File: config.mk
export PLATFORM = sky130hd
export DESIGN_NAME = awd_decoder
export DESIGN_NICKNAME = d
export VERILOG_FILES = /design/src/rtl/awd_pkg.sv /design/src/rtl/awd_window.sv /design/src/rtl/awd_prio.sv /design/src/rtl/awd_decoder.sv
export SDC_FILE = /design/constraint.sdc
export NUM_CORES = 1
export LEC_CHECK = 0
export ABC_AREA = 1
export BUFFER_PORTS_ARGS = -buffer_cell sky130_fd_sc_hd__buf_2
export CAP_MARGIN = 25
export CORE_ASPECT_RATIO = 0.9
export CORE_UTILIZATION = 55
export DETAILED_ROUTE_END_ITERATION = 16
export GPL_ROUTABILITY_DRIVEN = 0
export PLACE_DENSITY_LB_ADDON = 0.3
export SYNTH_ARGS = -nofsm -noshare
export SYNTH_HDL_FRONTEND = slang
export SYNTH_SLANG_ARGS = --single-unit
File: constraint.sdc
create_clock -name clk -period 1.6 [get_ports clk]
set_input_delay 0.24 -clock clk [delete_from_list [all_inputs] [get_ports clk]]
set_output_delay 0.24 -clock clk [all_outputs]
set_load 0.05 [all_outputs]
File: src/rtl/awd_pkg.sv
package awd_pkg;
  localparam int AWD_PAGE_W = 16;
  typedef logic [AWD_PAGE_W-1:0] awd_page_t;

  // legal when adding one clears every set bit: a run of ones from bit 0
  function automatic logic size_is_run(input awd_page_t sz);
    return ((sz + awd_page_t'(1)) & sz) == '0;
  endfunction

  // page matches when it agrees with the base outside the size mask
  function automatic logic page_in_window(input awd_page_t page,
                                          input awd_page_t base,
                                          input awd_page_t sz);
    return ((page ^ base) & ~sz) == '0;
  endfunction
endpackage

File: src/rtl/awd_window.sv
module awd_window
  import awd_pkg::*;
#(
  parameter int IDX    = 0,
  parameter int IDX_W  = 3,
  parameter int TGT_W  = 4,
  parameter int ATTR_W = 8,
  parameter int DATA_W = 32
) (
  input  logic              clk,
  input  logic              rst_n,
  input  logic              cfg_we,
  input  logic [IDX_W-1:0]  cfg_win,
  input  logic [1:0]        cfg_field,
  input  logic [DATA_W-1:0] cfg_wdata,
  input  awd_page_t         page,
  output logic              match,
  output logic [TGT_W-1:0]  tgt,
  output logic [ATTR_W-1:0] attr,
  output logic              err
);
  localparam int ATTR_LSB = TGT_W;

  awd_page_t         base_q, size_q;
  logic [TGT_W-1:0]  tgt_q;
  logic [ATTR_W-1:0] attr_q;
  logic              en_q, err_q;
  logic              sel;

  assign sel = cfg_we && (cfg_win == IDX_W'(IDX));

  always_ff @(posedge clk) begin
    if (!rst_n) begin
      base_q <= '0;
      size_q <= '0;
      tgt_q  <= '0;
      attr_q <= '0;
      en_q   <= 1'b0;
      err_q  <= 1'b0;
    end else if (sel) begin
      case (cfg_field)
        2'd0: base_q <= cfg_wdata[DATA_W-1 -: AWD_PAGE_W];
        2'd1: begin
          size_q <= cfg_wdata[AWD_PAGE_W-1:0];
          if (!size_is_run(cfg_wdata[AWD_PAGE_W-1:0])) err_q <= 1'b1;
        end
        2'd2: begin
          tgt_q  <= cfg_wdata[TGT_W-1:0];
          attr_q <= cfg_wdata[ATTR_LSB +: ATTR_W];
        end
        default: en_q <= cfg_wdata[0];
      endcase
    end
  end

  assign match = en_q && !err_q && page_in_window(page, base_q, size_q);
  assign tgt   = tgt_q;
  assign attr  = attr_q;
  assign err   = err_q;
endmodule

File: src/rtl/awd_prio.sv
module awd_prio #(
  parameter int N = 6
) (
  input  logic [N-1:0] req,
  output logic [N-1:0] gnt,
  output logic         any
);
  always_comb begin
    logic found;
    found = 1'b0;
    for (int i = 0; i < N; i++) begin
      gnt[i] = req[i] && !found;
      found  = found || req[i];
    end
    any = found;
  end
endmodule

File: src/rtl/awd_decoder.sv
module awd_decoder
  import awd_pkg::*;
#(
  parameter int NUM_WIN = 6,
  parameter int TGT_W   = 4,
  parameter int ATTR_W  = 8,
  parameter int DATA_W  = 32,
  localparam int IDX_W  = $clog2(NUM_WIN)
) (
  input  logic                  clk,
  input  logic                  rst_n,
  input  logic                  addr_valid,
  input  logic [AWD_PAGE_W-1:0] addr_page,
  input  logic                  cfg_we,
  input  logic [IDX_W-1:0]      cfg_win,
  input  logic [1:0]            cfg_field,
  input  logic [DATA_W-1:0]     cfg_wdata,
  output logic                  hit,
  output logic                  miss,
  output logic [TGT_W-1:0]      target,
  output logic [ATTR_W-1:0]     attr,
  output logic [NUM_WIN-1:0]    win_err
);
  logic [NUM_WIN-1:0] match_vec, grant_vec;
  logic               any_match;
  logic [TGT_W-1:0]   tgt_w  [NUM_WIN];
  logic [ATTR_W-1:0]  attr_w [NUM_WIN];
  logic [TGT_W-1:0]   tgt_sel;
  logic [ATTR_W-1:0]  attr_sel;

  for (genvar i = 0; i < NUM_WIN; i++) begin : g_win
    awd_window #(
      .IDX(i), .IDX_W(IDX_W), .TGT_W(TGT_W), .ATTR_W(ATTR_W), .DATA_W(DATA_W)
    ) u_win (
      .clk(clk), .rst_n(rst_n),
      .cfg_we(cfg_we), .cfg_win(cfg_win), .cfg_field(cfg_field),
      .cfg_wdata(cfg_wdata), .page(addr_page),
      .match(match_vec[i]), .tgt(tgt_w[i]), .attr(attr_w[i]), .err(win_err[i])
    );
  end

  awd_prio #(.N(NUM_WIN)) u_prio (
    .req(match_vec), .gnt(grant_vec), .any(any_match)
  );

  always_comb begin
    tgt_sel  = '0;
    attr_sel = '0;
    for (int i = 0; i < NUM_WIN; i++) begin
      if (grant_vec[i]) begin
        tgt_sel  = tgt_sel  | tgt_w[i];
        attr_sel = attr_sel | attr_w[i];
      end
    end
  end

  always_ff @(posedge clk) begin
    if (!rst_n) begin
      hit    <= 1'b0;
      miss   <= 1'b0;
      target <= '0;
      attr   <= '0;
    end else begin
      hit    <= addr_valid && any_match;
      miss   <= addr_valid && !any_match;
      target <= (addr_valid && any_match) ? tgt_sel  : '0;
      attr   <= (addr_valid && any_match) ? attr_sel : '0;
    end
  end
endmodule

Yosys cells after proc, flatten, opt, wreduce, memory -nomap -nowiden
Index checks and enable logic that the tools add are counted.
{ "totals": {"wordCells": 174, "mem_count": 0, "mem_bits_ro": 0, "out_inout_bits": 20, "input_bits": 57, "latchBits": 0, "ff_bits": 290, "ram_bits": 0} }
{ "op_classes": {"addsub": 1, "n_reduce_logical": 83, "shift": 0, "bitwise_logic": 31, "order_cmp": 0, "multipliers": 0, "eq_ne": 7, "div_mod_pow": 0, "n_mux": 12} }
{ "ops": {"columns": ["cell", "count"], "rows": [
  ["AND 16 bit", 7],
  ["logical NOT 16 bit", 7],
  ["NOT 16 bit", 6],
  ["XOR 16 bit", 6],
  ["AND reduction 2 bit", 25],
  ["two-way mux 8 bit", 6],
  ["bitwise OR 8 bit", 5],
  ["logical AND 1 bit", 25],
  ["two-way mux 4 bit", 6],
  ["bitwise OR 4 bit", 5],
  ["AND reduction 3 bit", 6],
  ["adder 16 x 1 -> 16 bit, second input constant", 1],
  ["logical NOT 1 bit", 12],
  ["== test 3 x 2 -> 1 bit, second input constant", 2],
  ["== test 3 bit, second input constant", 2],
  ["logical OR 1 bit", 5],
  ["== test 3 x 1 -> 1 bit, second input constant", 1],
  ["logical NOT 3 bit", 1],
  ["OR reduction 3 bit", 1],
  ["== test 2 x 1 -> 1 bit, second input constant", 1],
  ["== test 2 bit, second input constant", 1],
  ["logical NOT 2 bit", 1],
  ["NOT 1 bit", 2]
]} }

Depth between registers and ports, before layout
{ "logic_depth": {"word_depth": 15, "depth_mapped": 16, "mapped_depth_nobuf": 15} }

By module
From an unflattened synthesis, not the netlist that was laid out.
{ "unflattened": {"hier_cells": 1964, "area_unflattened_um2": 13822.0} }
{ "by_module_without_submodules": {"columns": ["module", "seq_area_each_um2", "area_per_inst_um2", "instances", "cells_per_inst"], "rows": [
  ["awd_window (g_win[1].u_win ...)", 920.9, 2123.3, 2, 299],
  ["awd_window (g_win[3].u_win)", 920.9, 2160.8, 1, 291],
  ["awd_window (g_win[0].u_win)", 920.9, 2159.6, 1, 300],
  ["awd_window (g_win[4].u_win)", 920.9, 2157.1, 1, 298],
  ["awd_window (g_win[5].u_win)", 920.9, 2094.5, 1, 291],
  ["awd_decoder", 280.3, 920.9, 1, 169],
  ["awd_prio", 0.0, 82.6, 1, 17]
]} }

Least setup slack after synthesis
No wires, ideal clock.
{ "synth_timing": {"kind": "input port to flip-flop", "startpoint": "input addr_page[2]", "endpoint": "register attr[0]", "setup_time_ns": 0.113, "path_buffers": 2, "cell_stages": 14, "t_arrival_ns": 1.490, "setup_slack_ns": -0.003, "required_ns": 1.487, "cell_sequence": "buf_2 > inv_2 > nand2_1 > nand3_1 > nand3_1 > nor2_2 > nand3_4 > buf_2 > nand3_1 > nand2_1 > nor2_1 > nand3_1 > nor2_1 > nor2_2"} }
{ "synth_via": {"elab_chain_cells": 15, "word_cells_on_any_way": 52, "classes_between": "6 x mux; 17 x bitwise; 29 x reduce/logical"} }
{ "synth_rtl": {"columns": ["item", "line", "text"], "rows": [
  ["from (decl)", "awd_decoder.sv:13", "input logic [AWD_PAGE_W-1:0] addr_page,"],
  ["XOR 16 bit", "awd_pkg.sv:14", "return ((page ^ base) & ~sz) == '0;"],
  ["AND 16 bit", "awd_pkg.sv:14", null],
  ["logical NOT 16 bit", "awd_pkg.sv:14", null],
  ["logical AND 1 bit", "awd_window.sv:56", "assign match = en_q && !err_q && page_in_window(page, base_q, size_q);"],
  ["two-way mux 8 bit / logical NOT 1 bit (equally long branches)", "awd_decoder.sv:50, awd_prio.sv:12", null],
  ["bitwise OR 8 bit / logical AND 1 bit (equally long branches)", "awd_decoder.sv:52, awd_prio.sv:12", null],
  ["two-way mux 8 bit", "awd_decoder.sv:50", "if (grant_vec[i]) begin"],
  ["bitwise OR 8 bit", "awd_decoder.sv:52", "attr_sel = attr_sel | attr_w[i];"],
  ["two-way mux 8 bit", "awd_decoder.sv:50", null],
  ["bitwise OR 8 bit", "awd_decoder.sv:52", null],
  ["two-way mux 8 bit", "awd_decoder.sv:50", null],
  ["bitwise OR 8 bit", "awd_decoder.sv:52", null],
  ["two-way mux 8 bit", "awd_decoder.sv:50", null],
  ["bitwise OR 8 bit", "awd_decoder.sv:52", null],
  ["two-way mux 8 bit", "awd_decoder.sv:50", null],
  ["to (signal assigned)", "awd_decoder.sv:67", "attr <= (addr_valid && any_match) ? attr_sel : '0;"],
  ["to (decl)", "awd_decoder.sv:21", "output logic [ATTR_W-1:0] attr,"]
]} }
Parallel ways exist; a longest one is shown, timed or not.
A chain may end at the register's enable or synchronous reset.

Worst setup path in the final report
{ "layout_timing": {"startpoint": "register g_win[2].u_win.base_q[10]", "endpoint": "register target[0]"} }
{ "layout_via": {"elab_chain_cells": 12, "word_cells_on_any_way": 24, "classes_between": "4 x mux; 5 x bitwise; 15 x reduce/logical"} }
{ "layout_rtl": {"columns": ["item", "line", "text"], "rows": [
  ["from (decl)", "awd_window.sv:24", "awd_page_t base_q, size_q;"],
  ["from (signal assigned)", "awd_window.sv:42", "2'd0: base_q <= cfg_wdata[DATA_W-1 -: AWD_PAGE_W];"],
  ["XOR 16 bit *", "awd_pkg.sv:14", null],
  ["AND 16 bit *", "awd_pkg.sv:14", null],
  ["logical NOT 16 bit *", "awd_pkg.sv:14", null],
  ["logical AND 1 bit *", "awd_window.sv:56", null],
  ["logical AND 1 bit / logical OR 1 bit (equally long branches)", "awd_prio.sv:12, awd_prio.sv:13", null],
  ["two-way mux 4 bit / logical NOT 1 bit (equally long branches)", "awd_decoder.sv:50, awd_prio.sv:12", null],
  ["bitwise OR 4 bit / logical AND 1 bit (equally long branches)", "awd_decoder.sv:51, awd_prio.sv:12", null],
  ["two-way mux 4 bit", "awd_decoder.sv:50", null],
  ["bitwise OR 4 bit", "awd_decoder.sv:51", "tgt_sel = tgt_sel | tgt_w[i];"],
  ["two-way mux 4 bit", "awd_decoder.sv:50", null],
  ["bitwise OR 4 bit", "awd_decoder.sv:51", null],
  ["two-way mux 4 bit", "awd_decoder.sv:50", null],
  ["to (signal assigned)", "awd_decoder.sv:66", "target <= (addr_valid && any_match) ? tgt_sel : '0;"],
  ["to (decl)", "awd_decoder.sv:20", "output logic [TGT_W-1:0] target,"]
]} }
Mark *: on every way between the ends. The rest lies on a longest branch, timed or not.

==> metrics <==
status=complete, but fails checks; failing checks=setup timing; final setup fails=14; I/O pin total=77; Slew @ Worst Pin=0.575 ns; buffers from clock root to sink, at most=3; Simple-Gate Fraction of Synth Area=24.3%; Synth Register Bits=290; Worst-Skew Late Latency=0.57 ns; Initial DRC Count=2204; sequential area share after synthesis=45.2%; critical path arrival=2.60 ns; DP HPWL=31.6 mm; Leak Pwr=6.78 nW; Clock Tree Root=clkbuf_16; Via density=5.84; worst vdd ir=0.000904 V; Post-Synth XOR/XNOR Area=0.614%; top_reg_cell synth=dfxtp_1; adder-cell share of the synthesized area=0%; CP max FO=8; layout cell share with drive strength beyond 1=24.9%; P per Cell Area=986 nW/um^2; CTS tree=done; number of enable flip-flop cells after synthesis=0; cell mode on critical path=nor2_2; Fmax=479 MHz; die width=163 um; Synth Cell Area=12800 um^2; IO Port Bufs=76; # fillers=1655; vias in the first global route=12.3k; P&R area growth vs syn=30.0%; CP startpoint kind=flop; number of nets at the end of the flow=2129; drt wl/cell=19.3 um; largest family of logic cells by synthesized area=simple AND/OR/NAND/NOR gates; Final ANT Viol Nets=0; count of cell types in the netlist=33; first-pass GRT wire length=69.5 mm; Post-synth ARST share=0%; row cnt=52; gr ovfl total=0; RSZ-0062 raised after global routing=true; Setup crit end kind=flop; H-tree depth=1; Warnings, synthesis=0; WP buf/inv=3; Syn Nets=1869; Top Family by Delay on Critical Path=simple AND/OR/NAND/NOR gates; mux contribution to synthesized area=0%; Cells after Synth=1812; Tot Pwr=16.4 mW; Hold Vio Cnt, Final=0; max-slew violation count=0; dpl ws=-0.550 ns; Clock Sinks=290; Max-slew headroom=61.2%; crit share post-route=131%; post-synthesis compound-gate area fraction=20.4%; WL final=46.2 mm; Total Die Area=23900 um^2; critical path class=flop to flop; number of buffers created by CTS=30; GRT Overall Usage=37.9%; Initial Util=56.5%; CP required=2.11 ns; maxcap violations=0; Syn Area/Cell=7.08 um^2; worst setup margin=-0.489 ns; Slowest cell on crit path=dfxtp_1; Worst-path clk slew=0.06 ns; Die H=147 um; Via Count=14.0k; router iterations before antenna repair=6; CORE AREA=22700 um^2; initial antenna violation count=2; largest net degree at the start of global routing=81; crit-path max cell delay=0.31 ns; DRC=0; Critical Path, Cell by Cell=inv_1, nand2_1, nand3b_1, nand2_1, nor2_2, nand3_2, nor2_4, nand3_4, buf_12, buf_4, nor2_2, nor2_4, nand3_2, nor2_2, nor2_2; HP Class=input pin to flop; clk_skew=0.0141 ns; Tmin final=2.09 ns
[path summary, 6_finish.rpt]
| kind | start | cells after the start | slack (ns) | end |
|---|---|---|---|---|
| max reg2reg | g_win[2].u_win.base_q[10]$_SDFFE_PN0P_ | 15 | -0.49 | target[0]$_SDFF_PN0_ |
| max | g_win[2].u_win.base_q[10]$_SDFFE_PN0P_ | 15 | -0.49 | target[0]$_SDFF_PN0_ |
| min reg2reg | g_win[0].u_win.size_q[0]$_SDFFE_PN0P_ | 2 | 0.46 | g_win[0].u_win.size_q[0]$_SDFFE_PN0P_ |
| min | cfg_wdata[22] | 3 | 0.01 | g_win[5].u_win.base_q[6]$_SDFFE_PN0P_ |
[worst min-delay path: cells and delay by family]
family | cells | cell delay (ns)
compound gates | 1 | 0.06
buf+inv | 1 | 0.15
simple gates | 1 | 0.09
[report_power, final]
part	internal (mW)	leakage (nW)	switching, mW
sequential	7.30	2.34	0.0382
clock	4.66	0.524	3.04
combinational	0.495	3.91	0.913
total	12.5	6.78	3.99
[metrics by stage]
step / hold slack, ns / TNS (ns) / cell area, um^2 / instances / util [%]
global placement: 0.438 / -10.85 / 15100 / 2317 / 66.5
finish: 0.0136 / -6.05 / 16700 / 2395 / 73.5
floorplan: 0.359 / 0 / 12800 / 1812 / -
CTS: 0.00596 / -4.77 / 16400 / 2381 / 72.4
global route: 0.0166 / -6.76 / 16700 / 2394 / 73.4
detailed placement: 0.446 / -15.41 / 15100 / 2317 / 66.5
[placed cells by master (no fill, tap or decap), drive strengths merged]
cell and count:
nor2 242, dlygate4sd3 6, clkinvlp 8, or2 1, inv 178, o21ai 239
o211ai 2, a221oi 2, o22ai 4, clkinv 10, nor3 4, nand2 273
xnor2 9, nand3b 22, bufinv 5, a21oi 271, dfxtp 290, nand4 19
buf 333, diode 2, nand3 139, clkbuf 39
[logic make-up after synthesis]
| kind of cell | Yosys count |
|---|---|
| xor+xnor | 9 |
| simple gates | 699 |
| buf+inv | 296 |
| compound gates | 518 |
| flops | 290 |
[synth_stat cells, drive strengths merged, types with 5 or more instances]
cell | n | share of area [%]
nand4 | 19 | 1.0
nor2 | 241 | 8.0
o21ai | 239 | 9.3
xnor2 | 9 | 0.61
dfxtp | 290 | 45
clkinv | 5 | 0.16
nand3b | 22 | 1.3
a21oi | 271 | 11
clkbuf | 78 | 2.3
inv | 178 | 5.2
nand3 | 139 | 5.7
buf | 35 | 1.8
nand2 | 273 | 8.0
[state kept, by name (all words and copies together) (netlist names)]
name,count
target,4
g_win.u_win.err,6
g_win.u_win.size_q,96
g_win.u_win.attr,48
g_win.u_win.base_q,96
g_win.u_win.en_q,6
attr,8
hit,1
g_win.u_win.tgt,24
miss,1
[cell type report]
type,count,area [um^2],share of cell area (%)
Inverter,183,693,4.16
Clock inverter,18,235,1.41
Multi-Input combinational cell,1227,6080,36.4
Tap cell,297,372,2.23
Sequential cell,290,5810,34.8
Clock buffer,38,872,5.23
Timing Repair Buffer,340,2610,15.7
Antenna cell,2,5.00,0.0300
[routing by layer]
metal  vias up  global-route usage [%]  wire (um)
met5         -                       0          0
met4         0                    13.6       1970
met3       184                    9.51       6560
met2       992                    55.1      19200
met1      6344                    53.9      18600
li1       6465                       -          -
[what timing repair did]
item,in CTS,in global routing
pin swaps,5,28
resized for setup,47,38
setup buffers,2,10
hold endpoints to repair,8,0
cloned,0,2
hold buffers,6,0
setup endpoints to repair,14,14
Note: power is estimated with default switching activity, not from simulation.
